## src/rtl/burst_col_pkg.sv

```systemverilog
package burst_col_pkg;
  parameter int COL_W   = 8;
  parameter int LEN_W   = 3;
  parameter int MAX_LOG = 3;   // longest finite burst is 2**MAX_LOG
  parameter int FULL_CODE = 7;
  parameter int MIN_IL_LOG = 2;

  typedef struct packed {
    logic             load;
    logic             step;
    logic             xorMode;
    logic [COL_W-1:0] mask;
  } colStrobe_t;
endpackage

```

## src/rtl/burst_col_ctrl.sv

```systemverilog
module burst_col_ctrl
  import burst_col_pkg::*;
(
  input  logic             clk,
  input  logic             rstN,
  input  logic             startIn,
  input  logic             isWrite,
  input  logic             singleWrite,
  input  logic             interleave,
  input  logic [LEN_W-1:0] lenSel,
  input  logic             terminate,
  output colStrobe_t       strobe,
  output logic             colValid,
  output logic             lastBeat,
  output logic             errFlag
);
  localparam logic [COL_W-1:0] ALL_ONES = {COL_W{1'b1}};

  logic             forceOne;
  logic             isFull;
  logic             finiteOk;
  logic             legal;
  logic [COL_W-1:0] effMask;
  logic             activeQ;
  logic             fullQ;
  logic             lastQ;
  logic             errQ;
  logic [COL_W-1:0] remainQ;
  logic             moreBeats;

  always_comb begin
    forceOne = singleWrite && isWrite;
    isFull   = (int'(lenSel) == FULL_CODE);
    finiteOk = (int'(lenSel) <= MAX_LOG) &&
               (!interleave || int'(lenSel) >= MIN_IL_LOG);
    legal    = forceOne || finiteOk || (isFull && !interleave);
    if (forceOne)      effMask = '0;
    else if (isFull)   effMask = ALL_ONES;
    else               effMask = (COL_W'(1) << lenSel) - COL_W'(1);
  end

  assign moreBeats = fullQ || (remainQ != '0);

  always_comb begin
    strobe.load    = startIn && legal;
    strobe.step    = !startIn && activeQ && !terminate && moreBeats;
    strobe.xorMode = interleave && !forceOne;
    strobe.mask    = effMask;
  end

  always_ff @(posedge clk) begin
    if (!rstN) begin
      activeQ <= 1'b0;
      fullQ   <= 1'b0;
      lastQ   <= 1'b0;
      errQ    <= 1'b0;
      remainQ <= '0;
    end else begin
      errQ <= startIn && !legal;
      if (startIn) begin
        if (legal) begin
          activeQ <= 1'b1;
          fullQ   <= isFull && !forceOne;
          remainQ <= effMask;
          lastQ   <= !(isFull && !forceOne) && (effMask == '0);
        end else begin
          activeQ <= 1'b0;
          lastQ   <= 1'b0;
        end
      end else if (activeQ) begin
        if (terminate || !moreBeats) begin
          activeQ <= 1'b0;
          lastQ   <= 1'b0;
        end else begin
          if (!fullQ) remainQ <= remainQ - COL_W'(1);
          lastQ <= !fullQ && (remainQ == COL_W'(1));
        end
      end
    end
  end

  assign colValid = activeQ;
  assign lastBeat = lastQ && activeQ;
  assign errFlag  = errQ;
endmodule

```

## src/rtl/burst_col_dp.sv

```systemverilog
module burst_col_dp
  import burst_col_pkg::*;
(
  input  logic             clk,
  input  logic             rstN,
  input  colStrobe_t       strobe,
  input  logic [COL_W-1:0] startCol,
  output logic [COL_W-1:0] colOut
);
  logic [COL_W-1:0] baseQ;
  logic [COL_W-1:0] maskQ;
  logic             xorQ;
  logic [COL_W-1:0] beatQ;
  logic [COL_W-1:0] colQ;
  logic [COL_W-1:0] beatNext;
  logic [COL_W-1:0] lowPart;
  logic [COL_W-1:0] colNext;

  assign beatNext = beatQ + COL_W'(1);
  assign lowPart  = xorQ ? (baseQ ^ beatNext) : (baseQ + beatNext);

  for (genvar b = 0; b < COL_W; b++) begin : g_merge
    assign colNext[b] = maskQ[b] ? lowPart[b] : baseQ[b];
  end

  always_ff @(posedge clk) begin
    if (!rstN) begin
      baseQ <= '0;
      maskQ <= '0;
      xorQ  <= 1'b0;
      beatQ <= '0;
      colQ  <= '0;
    end else if (strobe.load) begin
      baseQ <= startCol;
      maskQ <= strobe.mask;
      xorQ  <= strobe.xorMode;
      beatQ <= '0;
      colQ  <= startCol;
    end else if (strobe.step) begin
      beatQ <= beatNext;
      colQ  <= colNext;
    end
  end

  assign colOut = colQ;
endmodule

```

## src/rtl/burst_col_gen.sv

```systemverilog
module burst_col_gen
  import burst_col_pkg::*;
(
  input  logic             clk,
  input  logic             rstN,
  input  logic             startIn,
  input  logic             isWrite,
  input  logic             singleWrite,
  input  logic             interleave,
  input  logic [LEN_W-1:0] lenSel,
  input  logic [COL_W-1:0] startCol,
  input  logic             terminate,
  output logic [COL_W-1:0] colOut,
  output logic             colValid,
  output logic             lastBeat,
  output logic             errFlag
);
  colStrobe_t strobe;

  burst_col_ctrl u_ctrl (
    .clk(clk), .rstN(rstN), .startIn(startIn), .isWrite(isWrite),
    .singleWrite(singleWrite), .interleave(interleave), .lenSel(lenSel),
    .terminate(terminate), .strobe(strobe), .colValid(colValid),
    .lastBeat(lastBeat), .errFlag(errFlag)
  );

  burst_col_dp u_dp (
    .clk(clk), .rstN(rstN), .strobe(strobe), .startCol(startCol),
    .colOut(colOut)
  );
endmodule

```

## config.mk

```make
export PLATFORM = sky130hd
export DESIGN_NAME = burst_col_gen
export DESIGN_NICKNAME = d
export VERILOG_FILES = /design/src/rtl/burst_col_pkg.sv /design/src/rtl/burst_col_ctrl.sv /design/src/rtl/burst_col_dp.sv /design/src/rtl/burst_col_gen.sv
export SDC_FILE = /design/constraint.sdc
export NUM_CORES = 1
export LEC_CHECK = 0
export CAP_MARGIN = 15
export CORE_AREA = 2 2 82 84
export CTS_CLUSTER_SIZE = 25
export DETAILED_ROUTE_END_ITERATION = 6
export DIE_AREA = 0 0 84 86
export DONT_BUFFER_PORTS = 1
export GPL_TIMING_DRIVEN = 0
export SLEW_MARGIN = 20
export SYNTH_ARGS = -nofsm -noshare
export SYNTH_HDL_FRONTEND = slang
export SYNTH_HIERARCHICAL = 1
export SYNTH_SLANG_ARGS = --single-unit
```

## constraint.sdc

```tcl
create_clock -name clk -period 6.22 [get_ports clk]
set_clock_uncertainty 0.15 [all_clocks]
set_input_delay 0.311 -clock clk [delete_from_list [all_inputs] [get_ports clk]]
set_output_delay 0.311 -clock clk [all_outputs]
set_load 0.02 [all_outputs]
```

==> reports/qor.csv <==
metric,value,unit
status,finished clean,
dieArea,7220,um^2
vdd_drop_max,0.0000857,V
dr.pass1.iters,4,
path_max_fanout,5,
seq_power_share,51.0,%
whs_endpoint,u_dp/baseQ[1],
yosys.area.top_type,dfxtp_1,
grt_max_degree,16,
multi_input_area,1770,um^2
viasPerCell,5.68,
cts.sinks,45,
pin_count,29,
drc,0,
dp_hpwl,4.90,mm
fin_util,47.7,%
cts_tree,done,
min-delay-path-class,input port to flop,
seq_area,901,um^2
rr_worst_depth,10,
cts.path.max_buffers,2,
clk_pin_slew,0.09,ns
fin_crit,2.93,ns
post_cts_resized,0,
setup_viol,0,
start_kind,flop,
critPathKind,flop to flop,
area_growth,7.45,%
min_period_over_period,47.1,%
synthTopCellsByArea,"dfxtp_1 32%, mux2i_1 6.8%, ha_1 5.8%",
placed_area,2880,um^2
port_buffers,0,
power_density,213,nW/um^2
core-area,6280,um^2
first_iter_violations,123,
fillers,625,
htree_levels,2,
wl_met1,3.07,mm
rows,29,
pwr-share-comb,17.5,%
cp.required,6.27,ns
grt_pass1_wl,10.9,mm
arrival,2.98,ns
p_clk_share,31.6,%
wl_per_cell,16.0,um
drive_gt1_share,6.73,%
holdCritStartpoint,rstN,
antenna_found_initial,0,
worstMarginPinSlew,0.638,ns
synth_cells,333,
switchingPower,186,uW
rsz0062_at_grt,false,
finalWirelength,6.70,mm
n_antenna_cell,0,
drv_cap,0,
start_util,44.4,%
die_h,86,um
syn-cell-area,2790,um^2
wl_met3,387,um
p_int,452,uW
p_sw_share,29.1,%
worstReg2RegStart,u_dp/beatQ[0],
fmax,341,MHz
ys_ff_latch,45,
r2r_slack,3.29,ns
relSlewSlack,57.5,%
overflow,0,
slew_viol_final,0,
ant_nets,0,
grt_usage,18.7,%
ys_types,57,
p_leak,1.17,nW
cts_buffers,5,
ys_seq_area_share,32.3,%
synth_top_area_share,32.3,%
finish.instance_area,2990,um^2
end_kind,flop,
synth_edf_count,0,
postSynthNetCount,365,
via_count,2379,
whs_path_depth,1,
avgSynthCellArea,8.37,um^2
globalplace.congestion,0.836,
yosysWarnings,6,
synth_ff_type,dfxtp_1,
insertion_delay,0.29,ns
r2r_end,u_dp/colOut[7],
wl_met2,3.21,mm
fin_nets,373,
highest_layer,met4,
hold_viol,0,
die_w,84,um
async_reset_ff_share,0,%
fin_tns_setup,0,ns
root_buffer,clkbuf_8,
grt_pass1_vias,2172,
## final cells by class
class / count / area share, %
multi-input combinational: 259 / 59.1
sequential: 45 / 30.1
clock buffer: 7 / 3.22
tap: 77 / 3.22
buffer: 19 / 2.59
inverter: 10 / 1.25
timing repair buffer: 1 / 0.334
clock inverter: 1 / 0.167
## flip-flops by register name, indices dropped and copies added (netlist names)
signal	count
u_dp/xorQ	1
u_ctrl/colValid	1
u_dp/beatQ	8
u_ctrl/lastQ	1
u_dp/baseQ	8
u_dp/maskQ	8
u_dp/colOut	8
u_ctrl/errFlag	1
u_ctrl/remainQ	8
u_ctrl/fullQ	1
## metrics by stage
step	total power [mW]	cells	setup WS (ns)	hold slack [ns]
after global placement	0.441	410	3.38	0.309
after global routing	0.668	419	3.07	0.00521
after detailed placement	0.442	410	3.32	0.311
final	0.638	419	3.29	0.0142
after CTS	0.644	419	3.29	0.00261
after floorplan	0.417	333	3.66	0.303
## layer usage
layer	GRT usage (%)	vias up
met5	0	-
met4	4.25	0
met3	3.18	2
met2	32.6	55
met1	24.5	1114
li1	-	1208
## cells in the mapped netlist (4+ instances only)
library cell,n
a21boi_0,7
a21o_1,4
a21oi_1,18
a31oi_1,4
and2_1,6
clkbuf_1,13
dfxtp_1,45
ha_1,13
inv_1,10
mux2i_1,19
nand2_1,24
nand2b_1,12
nand3_1,6
nand4_1,6
nor2_1,27
nor2b_1,18
nor3_1,4
nor3b_1,5
o211ai_1,5
o21ai_0,16
o21ai_1,4
o311a_1,4
xnor2_1,5
xor2_1,9
## logic make-up after synthesis
kind of cell	after synthesis	share of synthesized area (%)
compound gates	85	21.0
xor+xnor	14	4.40
fa+ha+maj	14	6.56
buf+inv	29	4.13
flops	45	32.3
mux	20	7.23
simple gates	126	24.3
## critical path, stage by stage, from the launching register on
cell and delay (ns):
dfxtp_1 0.45, ha_1 0.24, and3_2 0.24, nand3_1 0.10
xnor2_1 0.28, ha_1 0.31, a21oi_1 0.20, o211ai_1 0.16
o211a_1 0.17, or4_1 0.46, o311ai_1 0.08
## worst max path at each step
stage	start	to	slack [ns]	cells past startpoint
6_report	u_dp/beatQ[0]	u_dp/colOut[7]	3.29	10
5_1_grt	u_dp/beatQ[0]	u_dp/colOut[7]	3.07	10
4_1_cts	u_dp/beatQ[0]	u_dp/colOut[7]	3.29	10
3_5_place_dp	u_dp/beatQ[0]	u_dp/colOut[7]	3.32	10
3_3_place_gp	u_dp/beatQ[0]	u_dp/colOut[7]	3.38	10
2_1_floorplan	u_dp/beatQ[0]	u_dp/colOut[7]	3.66	10
## placed cells by master, fill, tap and decap left out, types with 9 or more instances in the layout
master    count
nor2b_1      18
ha_1         13
a21oi_1      18
inv_1        10
xor2_1        9
nand2_1      24
clkbuf_1     13
o21ai_0      16
nand2b_1     12
dfxtp_1      45
nor2_1       27
mux2i_1      19
## power groups by stage
stage,combinational [mW],sequential (mW),clock [mW]
after detailed placement,0.110,0.332,0
after global routing,0.124,0.328,0.216
after CTS,0.111,0.325,0.208
after global placement,0.109,0.332,0
after floorplan,0.0891,0.328,0
final,0.111,0.325,0.201
## timing repair
item,in CTS,in global routing
hold buffers,1,0
setup buffers,0,0
hold endpoints to repair,1,0
Note: power is estimated with default switching activity, not from simulation.
